`src/rtl/list_out_pkg.sv`:
```
package list_out_pkg;

  typedef enum logic [2:0] {
    ST_IDLE,
    ST_WAITU,
    ST_READ,
    ST_DATA,
    ST_HOLD
  } engState_t;

  typedef struct packed {
    logic ldCmd;
    logic memRd;
    logic push;
    logic advPtr;
    logic cmdPop;
    logic cmdDone;
    logic cmdUnsup;
  } engCtrl_t;

endpackage

```
`src/rtl/lo_fifo.sv`:
```
module lo_fifo #(
  parameter int W = 30,
  parameter int DEPTH = 30,
  parameter int CNT_W = $clog2(DEPTH + 1)
) (
  input  logic             clk,
  input  logic             rstN,
  input  logic             push,
  input  logic [W-1:0]     din,
  input  logic             pop,
  output logic [W-1:0]     dout,
  output logic [CNT_W-1:0] count,
  output logic             full,
  output logic             empty
);
  localparam int IDX_W = $clog2(DEPTH);
  localparam logic [IDX_W-1:0] LAST_IDX = IDX_W'(DEPTH - 1);

  logic [W-1:0]     store [DEPTH];
  logic [IDX_W-1:0] wrIdx, rdIdx;
  logic             popEff;

  assign empty  = (count == '0);
  assign full   = (count == CNT_W'(DEPTH));
  assign popEff = pop && !empty;
  assign dout   = store[rdIdx];

  always_ff @(posedge clk) begin
    if (push) store[wrIdx] <= din;
  end

  always_ff @(posedge clk) begin
    if (!rstN) begin
      wrIdx <= '0;
      rdIdx <= '0;
      count <= '0;
    end else begin
      if (push) wrIdx <= (wrIdx == LAST_IDX) ? '0 : wrIdx + 1'b1;
      if (popEff) rdIdx <= (rdIdx == LAST_IDX) ? '0 : rdIdx + 1'b1;
      case ({push, popEff})
        2'b10:   count <= count + 1'b1;
        2'b01:   count <= count - 1'b1;
        default: count <= count;
      endcase
    end
  end
endmodule

```
`src/rtl/lo_datapath.sv`:
```
module lo_datapath
  import list_out_pkg::*;
#(
  parameter int ADDR_W = 15,
  parameter int UNIT_W = 7,
  parameter int OP_W = 3,
  parameter int MARK_W = 5,
  parameter int DEPTH = 30,
  parameter int LOW_MARK = 4,
  parameter int CMD_W = MARK_W + UNIT_W + OP_W + ADDR_W,
  parameter int CELL_W = 3 * ADDR_W,
  parameter int WORD_W = 2 * ADDR_W,
  parameter int CNT_W = $clog2(DEPTH + 1)
) (
  input  logic              clk,
  input  logic              rstN,
  input  engCtrl_t          c,
  input  logic [CMD_W-1:0]  cmdWord,
  input  logic [CELL_W-1:0] memRdata,
  input  logic              outReady,
  output logic              opIsOut,
  output logic              ptrZero,
  output logic              linkZero,
  output logic              fifoFull,
  output logic              fifoLow,
  output logic [ADDR_W-1:0] memAddr,
  output logic [UNIT_W-1:0] unitSel,
  output logic              outValid,
  output logic [WORD_W-1:0] outData,
  output logic [CNT_W-1:0]  fifoCount
);
  localparam int OP_LSB = ADDR_W;
  localparam int UNIT_LSB = ADDR_W + OP_W;

  logic [ADDR_W-1:0] ptr;
  logic [UNIT_W-1:0] unitReg;
  logic              fifoEmpty;
  logic              unusedBits;

  assign unusedBits = ^{cmdWord[CMD_W-1 -: MARK_W], c.memRd, c.cmdPop, c.cmdDone, c.cmdUnsup};

  assign opIsOut  = (cmdWord[OP_LSB +: OP_W] == '0);
  assign ptrZero  = (ptr == '0);
  assign linkZero = (memRdata[ADDR_W-1:0] == '0);
  assign memAddr  = ptr;
  assign unitSel  = unitReg;
  assign fifoLow  = (fifoCount <= CNT_W'(LOW_MARK));
  assign outValid = !fifoEmpty;

  always_ff @(posedge clk) begin
    if (!rstN) begin
      ptr     <= '0;
      unitReg <= '0;
    end else begin
      if (c.ldCmd) begin
        ptr     <= cmdWord[ADDR_W-1:0];
        unitReg <= cmdWord[UNIT_LSB +: UNIT_W];
      end else if (c.advPtr) begin
        ptr <= memRdata[ADDR_W-1:0];
      end
    end
  end

  lo_fifo #(.W(WORD_W), .DEPTH(DEPTH), .CNT_W(CNT_W)) fifo (
    .clk   (clk),
    .rstN  (rstN),
    .push  (c.push),
    .din   (memRdata[CELL_W-1:ADDR_W]),
    .pop   (outReady),
    .dout  (outData),
    .count (fifoCount),
    .full  (fifoFull),
    .empty (fifoEmpty)
  );
endmodule

```
`src/rtl/lo_control.sv`:
```
module lo_control
  import list_out_pkg::*;
(
  input  logic     clk,
  input  logic     rstN,
  input  logic     cmdValid,
  input  logic     opIsOut,
  input  logic     unitBusy,
  input  logic     ptrZero,
  input  logic     linkZero,
  input  logic     fifoFull,
  input  logic     fifoLow,
  output engCtrl_t c
);
  engState_t st, nxt;

  always_ff @(posedge clk) begin
    if (!rstN) st <= ST_IDLE;
    else       st <= nxt;
  end

  always_comb begin
    nxt = st;
    c   = '0;
    case (st)
      ST_IDLE: begin
        if (cmdValid) begin
          if (opIsOut) begin
            c.ldCmd = 1'b1;
            nxt     = ST_WAITU;
          end else begin
            c.cmdPop   = 1'b1;
            c.cmdUnsup = 1'b1;
          end
        end
      end
      ST_WAITU: begin
        if (!unitBusy) nxt = ptrZero ? ST_HOLD : ST_READ;
      end
      ST_READ: begin
        if (fifoFull) begin
          nxt = ST_HOLD;
        end else begin
          c.memRd = 1'b1;
          nxt     = ST_DATA;
        end
      end
      ST_DATA: begin
        c.push   = 1'b1;
        c.advPtr = 1'b1;
        nxt      = linkZero ? ST_HOLD : ST_READ;
      end
      ST_HOLD: begin
        if (fifoLow) begin
          if (ptrZero) begin
            c.cmdPop  = 1'b1;
            c.cmdDone = 1'b1;
            nxt       = ST_IDLE;
          end else begin
            nxt = ST_READ;
          end
        end
      end
      default: nxt = ST_IDLE;
    endcase
  end
endmodule

```
`src/rtl/list_out_engine.sv`:
```
module list_out_engine
  import list_out_pkg::*;
#(
  parameter int ADDR_W = 15,
  parameter int UNIT_W = 7,
  parameter int OP_W = 3,
  parameter int MARK_W = 5,
  parameter int DEPTH = 30,
  parameter int LOW_MARK = 4
) (
  input  logic                                   clk,
  input  logic                                   rstN,
  input  logic                                   cmdValid,
  input  logic [MARK_W+UNIT_W+OP_W+ADDR_W-1:0]   cmdWord,
  output logic                                   cmdPop,
  output logic                                   cmdDone,
  output logic                                   cmdUnsup,
  output logic [UNIT_W-1:0]                      unitSel,
  input  logic                                   unitBusy,
  output logic                                   memRd,
  output logic [ADDR_W-1:0]                      memAddr,
  input  logic [3*ADDR_W-1:0]                    memRdata,
  output logic                                   outValid,
  output logic [2*ADDR_W-1:0]                    outData,
  input  logic                                   outReady
);
  localparam int CNT_W = $clog2(DEPTH + 1);

  engCtrl_t         ctrl;
  logic             opIsOut, ptrZero, linkZero, fifoFull, fifoLow;
  logic [CNT_W-1:0] fifoCount;

  assign cmdPop   = ctrl.cmdPop;
  assign cmdDone  = ctrl.cmdDone;
  assign cmdUnsup = ctrl.cmdUnsup;
  assign memRd    = ctrl.memRd;

  lo_control ctl (
    .clk      (clk),
    .rstN     (rstN),
    .cmdValid (cmdValid),
    .opIsOut  (opIsOut),
    .unitBusy (unitBusy),
    .ptrZero  (ptrZero),
    .linkZero (linkZero),
    .fifoFull (fifoFull),
    .fifoLow  (fifoLow),
    .c        (ctrl)
  );

  lo_datapath #(
    .ADDR_W(ADDR_W), .UNIT_W(UNIT_W), .OP_W(OP_W), .MARK_W(MARK_W),
    .DEPTH(DEPTH), .LOW_MARK(LOW_MARK), .CNT_W(CNT_W)
  ) dp (
    .clk       (clk),
    .rstN      (rstN),
    .c         (ctrl),
    .cmdWord   (cmdWord),
    .memRdata  (memRdata),
    .outReady  (outReady),
    .opIsOut   (opIsOut),
    .ptrZero   (ptrZero),
    .linkZero  (linkZero),
    .fifoFull  (fifoFull),
    .fifoLow   (fifoLow),
    .memAddr   (memAddr),
    .unitSel   (unitSel),
    .outValid  (outValid),
    .outData   (outData),
    .fifoCount (fifoCount)
  );
endmodule

```
`config.mk`:
```
export PLATFORM = sky130hd
export DESIGN_NAME = list_out_engine
export DESIGN_NICKNAME = d
export VERILOG_FILES = /design/src/rtl/list_out_pkg.sv /design/src/rtl/lo_fifo.sv /design/src/rtl/lo_datapath.sv /design/src/rtl/lo_control.sv /design/src/rtl/list_out_engine.sv
export SDC_FILE = /design/constraint.sdc
export NUM_CORES = 1
export LEC_CHECK = 0
export ABC_CLOCK_PERIOD_IN_PS = 3400
export BUFFER_PORTS_ARGS = -buffer_cell sky130_fd_sc_hd__buf_2
export CAP_MARGIN = 20
export CORE_MARGIN = 2
export CORE_UTILIZATION = 55
export DETAILED_ROUTE_END_ITERATION = 8
export PLACE_DENSITY = 0.72
export REMOVE_ABC_BUFFERS = 1
export SLEW_MARGIN = 20
export SYNTH_ARGS = -nofsm -noshare
export SYNTH_HDL_FRONTEND = slang
export SYNTH_SLANG_ARGS = --single-unit
```
`constraint.sdc`:
```
create_clock -name clk -period 3.4 [get_ports clk]
set_clock_uncertainty 0.1 [all_clocks]
set_input_delay 1.02 -clock clk [delete_from_list [all_inputs] [get_ports clk]]
set_output_delay 1.02 -clock clk [all_outputs]
set_load 0.02 [all_outputs]
```
==> Yosys cells after proc, flatten, opt, wreduce, memory -nomap -nowiden <==
Memory sizes are Yosys's and may differ from the RTL's. A register that Yosys moved wholly into a read port is not among the register bits.
Cells that the tools add are included.
{ "word_totals": {"mem_count": 1, "ramBits": 900, "ff_bits": 40, "wordCells": 66} }
{ "op_classes": {"addsub": 4, "order_cmp": 1, "n_eq_ne": 13, "n_reduce_logical": 10, "mux": 31} }
{ "memory_table": {"columns": ["name", "words", "width", "rd", "rd_clocked_by_memory_dff", "wr", "line_no", "text"], "rows": [
  ["dp.fifo.store", 30, 30, 1, 1, 1, "lo_fifo.sv:19", "logic [W-1:0] store [DEPTH];"]
]} }
{ "op_table": {"columns": ["cell", "n"], "rows": [
  ["$logic_not A15 Y1", 2],
  ["$mux W15", 2],
  ["$mux W3", 7],
  ["$mux W5", 4],
  ["$add A5 B1 Y5 const B", 3],
  ["$eq A5 B5 Y1 const B", 3],
  ["$pmux W3 S5", 1],
  ["$mux W1", 11],
  ["$pmux W5 S2", 1],
  ["$mux W2", 4],
  ["$eq A3 B2 Y1 const B", 2],
  ["$logic_not A3 Y1", 2],
  ["$le A5 B3 Y1 const B", 1],
  ["$logic_not A5 Y1", 1],
  ["$sub A5 B1 Y5 const B", 1],
  ["$ne A2 B1 Y1 const B", 2],
  ["$ne A2 B2 Y1 const B", 2],
  ["$reduce_and A4 Y1", 1],
  ["$reduce_bool A2 Y1", 2],
  ["$eq A3 B1 Y1 const B", 1],
  ["$eq A3 B3 Y1 const B", 1],
  ["$eq A2 B1 Y1 const B", 1],
  ["$eq A2 B2 Y1 const B", 1],
  ["$pmux W1 S2", 1],
  ["2 further kinds", 2]
]} }

==> Logic depth before layout (Yosys ltp) <==
Gate-level depths: netlist of the first run.
{ "depth": {"word_depth": 5, "ltp_mapped": 12, "depth_no_buf": 10} }

==> Cells and area by module <==
From an unflattened synthesis of the first run, not the netlist that was laid out.
{ "unflattened": {"hier_cells": 1927, "area_unflattened_um2": 37224.5} }
{ "modules_own_cells": {"columns": ["module", "cells_each", "n_inst", "seq_area_each_um2", "area_per_inst_um2"], "rows": [
  ["lo_fifo", 1786, 1, 27426.3, 35765.6],
  ["lo_datapath", 103, 1, 440.4, 1154.9],
  ["lo_control", 38, 1, 60.1, 304.0]
]} }

==> Worst setup path after synthesis of the first run <==
No wires, ideal clock.
{ "synth_timing": {"path_kind": "in2out", "start": "input port cmdValid", "end": "output port cmdPop", "setup_slack_ns": 0.313, "required_time_ns": 2.280, "arrival_time_ns": 1.967, "path_stages": 3, "cell_sequence": "nor4b_1 nor2b_1 o21bai_1"} }
{ "synth_between": {"elab_chain_cells": 2} }
{ "synth_rtl": {"columns": ["item", "line_no", "text"], "rows": [
  ["start, declared", "list_out_engine.sv:13", "input logic cmdValid,"],
  ["$mux W1", "lo_control.sv:27", "if (cmdValid) begin"],
  ["$pmux W1 S2", "lo_control.sv:25", "case (st)"],
  ["end, declared", "list_out_engine.sv:15", "output logic cmdPop,"]
]} }
No other way between the ends.

==> out/results.tsv, run 1 <==
stage	metric	value	unit
place	gpl congestion	0.7838	
worst_setup_path	worst-path maximum fanout	5	
drt	DR pass1 iterations	5	
place	Port Buffer Count	131	
die	Die Area	68970	sq um
die	core area	65980	sq um
worst_setup_path	crit-path max cell delay	0.51	ns
worst_setup_path	Worst EP required	2.28	ns
synthesis	Synth Flop Type	edfxtp_1	
die	number of I/O pins	137	
run	Maximum Capacitance Violations	0	
worst_setup_path	CP max stage cell	mux4_2	
worst_setup_path	Critical Path Source Type	flop	
layout	share of layout cells above drive strength 1	36.39	%
drt	DRC Markers	0	
synthesis	library cells used by synthesis	64	
clock_network	clock latency on the worst-skew pair	0.62	ns
drt	vias	19675	
timing	achievable clock frequency	265.5	MHz
timing	final-report setup violation count	30	
worst_setup_path	CP cell instances	buf_12 -> buf_12 -> buf_8 -> mux2_4 -> mux4_2 -> nor2_4 -> nor4_4 -> buf_4	
grt	initial antenna violation count	1	
synthesis	Yosys top cell area share	73.47	%
clock_network	CTS tree	done	
layout	Layout area overhead	20.23	%
drt	WL/cell	28.96	um
grt	global-route wire length before repair	128400	um
drt	DRT Wirelength	88850	um
worst_setup_path	CP Class	flop to output pin	
place	dpl ws	-0.009102	ns
synthesis	post-synthesis register bit count	945	
die	die width	262.6	um
drt	Iteration-0 DRC Markers	2244	
grt	grt total ovfl	0	
worst_setup_path	Worst path most repeated cell	buf_12	
clock_network	cts bufs inserted	91	
synthesis	Mapped Area	36790	sq um
place	dpl cells	2851	
timing	setup ws final	-0.3658	ns
clock_network	CTS Sinks	945	
synthesis	EDFF count, synth	900	
clock_network	H-tree depth	3	
timing	Hold Vio Cnt, Final	0	
drt	vias per cell	6.413	
timing	worst-margin pin slew	0.8232	ns
clock_network	Root Buffer	clkbuf_16	
die	starting density of the core	55.75	%
layout	# diodes	0	
synthesis	syn_area_per_cell	20.03	sq um
drt	Routed Antenna Nets	0	
grt	largest net degree at the start of global routing	39	
synthesis	most common library cells after synthesis	900 x edfxtp_1, 171 x mux4_2, 99 x nor2_1	
worst_setup_path	worst r2r src	dp.fifo.count[0]	
timing	Max Slew Vio Count	0	
synthesis	register area share after synthesis	75.92	%
synthesis	top cells by area, synth	edfxtp_1 73%, mux4_2 10%, dfxtp_1 2.4%, mux2i_1 2.2%, mux2_2 1.5%	
timing	worst hold slack	0.4019	ns
synthesis	Async SR Flop Fraction	0	%
timing	headroom to the max-slew limit	44.99	%
synthesis	Yosys warning count	0	
clock_network	hold_buf cts	0	
worst_setup_path	CP Data Arrival Time	2.65	ns
outcome	failing checks	setup timing	
worst_hold_path	Hold Crit Start	dp.memAddr[8]	
timing	RSZ-0062 raised after global routing	yes	
clock_network	clock tree buffer depth	3	
outcome	status	finished with violations	
place	Detail Placement HPWL	48740	um
timing	Tcrit/Tclk final	110.8	%
layout	fin cells	3068	
synthesis	Synth area leader	edfxtp_1	
clock_network	clock slew seen by the registers of the worst setup and hold paths	0.06	ns
grt	vias in the first global route	19810	
pwr	Worst VDD drop	0.4209	mV
pwr	Leak	14.04	nW
timing	Min Clock Period, post-route	3.766	ns
die	Cell Rows	94	
layout	fin nets	2222	
grt	Total GRT Usage	25.35	%
pwr	Power Density	523.2	nW/um^2
die	Die Y	262.6	um
synthesis	Post-Syn Instances	1837	
worst_hold_path	worst min path class	flop to flop	
synthesis	count leader, synth	edfxtp_1	
worst_setup_path	CP Capture Type	output pin	
-- area by class of cell --
cell class                      instances  area (sq um)
Sequential cell                       945         27940
Clock buffer                          107          2359
Multi-Input combinational cell        778          9186
Inverter                                9         33.78
Clock inverter                         57         615.6
Tap cell                              864          1081
Timing Repair Buffer                  308          3010
Fill cell                            4045         21750
-- metrics by stage --
| stage | setup TNS (ns) | instance area [sq um] | power, W | utilization, % |
|---|---|---|---|---|
| 5_1_grt | -10.20 | 44230 | 0.02368 | 67.03 |
| 3_5_place_dp | -0.009102 | 39370 | 0.01326 | 59.68 |
| 4_1_cts | -9.561 | 43640 | 0.02322 | 66.14 |
| 6_report | -8.531 | 44230 | 0.02314 | 67.03 |
| 2_1_floorplan | -219.13 | 36080 | 0.01305 | - |
| 3_3_place_gp | -0.06073 | 39370 | 0.01324 | 59.68 |
-- registers in the layout, indices dropped and copies added, names as in the netlist, named ones only --
register,count
dp.fifo.rdIdx,5
dp.fifo.wrIdx,5
ctl.st,3
dp.unitSel,7
dp.fifo.store,900
dp.memAddr,15
dp.fifo.count,5
-- layout by cell type, fill, tap and decap left out, types with 11 or more instances in the layout --
master	Yosys	final
edfxtp_1	900	900
mux4_2	171	171
buf_4	10	109
buf_2	35	104
clkbuf_16	0	96
mux2i_1	82	82
nand2_1	54	53
nor2_1	99	51
nor2_4	0	44
buf_12	2	44
dfxtp_1	45	40
o22ai_2	0	33
mux2_4	0	32
buf_6	22	30
a22oi_1	32	27
clkinv_1	0	21
o22ai_1	59	20
mux2_2	48	20
nand3_1	27	17
a311oi_1	15	15
clkbuf_1	27	15
clkinv_2	0	13
bufinv_16	0	12
nor2b_1	13	11
-- worst max-delay path, delay by kind of cell (launching register included) --
kind / cells / cell delay, ns
mux: 2 / 0.81
buf+inv: 4 / 0.59
flops: 1 / 0.42
simple gates: 2 / 0.18
-- cells by family (layout without fill, tap and decap cells) --
| group | count (synthesis) | count (layout) | synth area share [%] |
|---|---|---|---|
| AOI/OAI and AO/OA | 172 | 172 | 3.381 |
| and+or+nand+nor | 279 | 279 | 3.677 |
| muxes | 308 | 308 | 14.47 |
| xor gates and xnor gates | 10 | 10 | 0.2381 |
| DFF | 945 | 945 | 75.92 |
| buffers and inverters | 114 | 481 | 2.017 |
| adders and majority gates | 9 | 9 | 0.3061 |
-- final timing paths --
kind	end	slack, ns	depth (start not counted)
min	dp.memAddr[8]	0.40	2
min reg2reg	dp.memAddr[8]	0.40	2
max	outData[9]	-0.37	8
max reg2reg	dp.fifo.count[4]	0.49	10
-- metal layers --
layer	wire [um]	vias to the layer above	track usage (%)
met1	34740	10242	34.99
met3	7448	167	4.516
met2	44210	1058	41.31
met5	8	-	0
li1	-	8206	-
met4	2433	2	8.792
-- where the power goes --
part / switching [W] / internal (W) / leakage [nW]
combinational: 0.000213 / 0.0000589 / 4.14
sequential: 0.00000807 / 0.0127 / 8.45
clock: 0.00425 / 0.00588 / 1.45
total: 0.00447 / 0.0187 / 14.0
-- what timing repair did --
action	4_1_cts	5_1_grt
endpoints found under the setup margin	30	31
setup buffers	38	15
pin swaps	22	37
gates resized for setup	161	97
cloned	6	4
Power figures use the tool's default switching activity.
==> run 2: changes to the inputs <==
--- a/config.mk
+++ b/config.mk
@@ -8,10 +8,10 @@
 export ABC_CLOCK_PERIOD_IN_PS = 3400
 export BUFFER_PORTS_ARGS = -buffer_cell sky130_fd_sc_hd__buf_2
 export CAP_MARGIN = 20
-export CORE_MARGIN = 2
 export CORE_UTILIZATION = 55
 export DETAILED_ROUTE_END_ITERATION = 8
 export PLACE_DENSITY = 0.72
+export RECOVER_POWER = 50
 export REMOVE_ABC_BUFFERS = 1
 export SLEW_MARGIN = 20
 export SYNTH_ARGS = -nofsm -noshare
==> run 2 against run 1 <==
The flow finishes with violations (DRC, capacitance limit, slew limit, setup timing). Setup slack got worse by 0.057 ns. Sequential share of layout area down 1.4 points. Total power increased by 2.4%. Via count grew 1.3%. Final area is 2.2% higher. Die area fell by 1.5%. Register-to-register slack worse by 0.30 ns. Highest routed layer is now met4.
==> out/results.tsv, run 2 (same netlist as run 1, synthesis figures left out) <==
stage	metric	value	unit
place	Port Buffer Count	131	
timing	total negative slack	-9.423	ns
timing	Min Clock Period, post-route	3.823	ns
die	number of I/O pins	137	
worst_setup_path	CP cell instances	buf_12 -> buf_16 -> buf_4 -> buf_6 -> mux2_4 -> mux4_2 -> nor2_4 -> nor4_4 -> buf_6	
die	Die Y	260.6	um
worst_setup_path	Worst path most repeated cell	buf_6	
worst_setup_path	CP Class	flop to output pin	
timing	worst-margin pin slew	1.631	ns
worst_setup_path	CP Data Arrival Time	2.70	ns
grt	vias in the first global route	20045	
clock_network	CTS tree	done	
die	core area	65980	sq um
clock_network	clock tree buffer depth	3	
layout	share of layout cells above drive strength 1	37.73	%
pwr	Power Density	524.3	nW/um^2
grt	largest net degree at the start of global routing	64	
layout	most frequent cells in the layout	900 x edfxtp_1, 171 x mux4_2, 138 x buf_4	
clock_network	clock latency on the worst-skew pair	0.63	ns
drt	Iteration-0 DRC Markers	2253	
worst_setup_path	worst-path maximum fanout	7	
grt	global-route wire length before repair	130900	um
timing	Tcrit/Tclk final	112.4	%
pwr	Leak	14.45	nW
grt	grt total ovfl	0	
worst_hold_path	worst min path class	flop to flop	
place	dpl cells	2853	
timing	setup ws final	-0.4230	ns
worst_setup_path	CP max stage cell	mux4_2	
timing	Max Slew Vio Count	38	
outcome	status	finished with violations	
drt	Routed Antenna Nets	0	
timing	achievable clock frequency	261.6	MHz
worst_setup_path	crit-path max cell delay	0.51	ns
layout	# fillers	3901	
timing	RSZ-0062 raised after global routing	yes	
drt	WL/cell	29.01	um
worst_setup_path	Critical Path Source Type	flop	
die	die width	260.6	um
clock_network	clock slew seen by the registers of the worst setup and hold paths	0.06	ns
pwr	Tot Pwr	0.02370	W
worst_setup_path	CP Capture Type	output pin	
layout	Layout area overhead	22.88	%
clock_network	Root Buffer	clkbuf_16	
layout	Reg with most FFs	dp.fifo.store	
clock_network	CTS Sinks	945	
place	Detail Placement HPWL	49530	um
timing	headroom to the max-slew limit	-8.701	%
timing	Hold Vio Cnt, Final	0	
grt	initial antenna violation count	0	
drt	DRT Wirelength	90820	um
worst_hold_path	Hold Crit Start	dp.unitSel[4]	
drt	DR pass1 iterations	7	
layout	most common cell after layout, fill and taps aside	edfxtp_1	
layout	# diodes	0	
timing	final-report setup violation count	30	
layout	max reg flops	900	
worst_setup_path	worst r2r src	dp.fifo.wrIdx[1]	
clock_network	H-tree depth	3	
place	gpl congestion	0.7981	
drt	vias per cell	6.365	
die	Cell Rows	94	
die	starting density of the core	55.75	%
clock_network	cts bufs inserted	91	
outcome	failing checks	DRC, capacitance limit, slew limit, setup timing	
drt	vias	19922	
pwr	Worst VDD drop	0.4225	mV
die	Die Area	67920	sq um
run	Maximum Capacitance Violations	1	
drt	DRC Markers	2	
grt	Total GRT Usage	26.78	%
worst_setup_path	Worst EP required	2.28	ns
layout	fin nets	2281	
layout	fin cells	3130	
-- run 2: cell types whose count changed in the layout (fill, tap and decap cells not counted), moves of 4 or more --
cell       change
o22ai_2        -8
buf_6         +15
bufinv_16      +4
clkbuf_1      +32
clkinv_2       +5
buf_16         +9
buf_8          -4
buf_2         -31
a22oi_2        +5
a22oi_1        -5
clkinv_1       -9
buf_4         +29
o22ai_4        +5
buf_12         +7
-- run 2: area by class of cell --
class / count / area [sq um] / share of cell area (%)
sequential: 945 / 27940 / 61.81
multi-input combinational: 779 / 9310 / 20.60
timing repair buffer: 366 / 3665 / 8.107
clock buffer: 109 / 2440 / 5.397
tap: 864 / 1081 / 2.392
clock inverter: 58 / 732.0 / 1.619
inverter: 9 / 33.78 / 0.07473
-- run 2: worst paths after layout --
check                                      endpoint  slack [ns]  depth (start not counted)
worst max-delay path                    outData[19]       -0.42                          9
worst min-delay path                  dp.unitSel[4]        0.40                          2
worst max register to register  dp.fifo.store[3][3]        0.19                          5
worst min register to register        dp.unitSel[4]        0.40                          2
-- run 2: per-layer routing --
layer | GRT usage (%) | up-vias | wire (um) | part of all wire, %
li1 | - | 8320 | - | -
met1 | 37.30 | 10393 | 35360 | 39
met2 | 44.09 | 1063 | 45710 | 50
met3 | 4.099 | 146 | 7678 | 8.5
met4 | 8.220 | 0 | 2070 | 2.3
met5 | 0 | - | 0 | 0
-- run 2: power breakdown --
group          leakage (nW)  switching, W  internal (W)
Clock                  1.55       0.00433       0.00636
Sequential             8.45    0.00000810        0.0127
Combinational          4.45      0.000216     0.0000536
-- run 2: what timing repair did --
action                                  CTS  global route
gates cloned                             12             4
resized for setup                       221            96
setup buffers                            51            52
hold buffers                              0             0
pin swaps                                46            47
endpoints found under the setup margin   30            30
-- run 2: worst max-delay path: cells and delay by family, from the launching register on --
| kind | cells | cell delay [ns] |
|---|---|---|
| multiplexers | 2 | 0.81 |
| buffers and inverters | 5 | 0.69 |
| flip-flops | 1 | 0.37 |
| AND/OR/NAND/NOR | 2 | 0.20 |
-- run 2: metrics by stage --
stage,setup WS (ns),util [%],cell area (sq um),hold WS [ns]
global route,-0.4523,68.51,45200,0.4199
CTS,-0.4130,67.29,44400,0.4044
global placement,0.01100,59.81,39460,0.3715
floorplan,-7.456,-,36080,0.3773
finish,-0.4230,68.51,45200,0.4027
detailed placement,0.01061,59.81,39460,0.3900
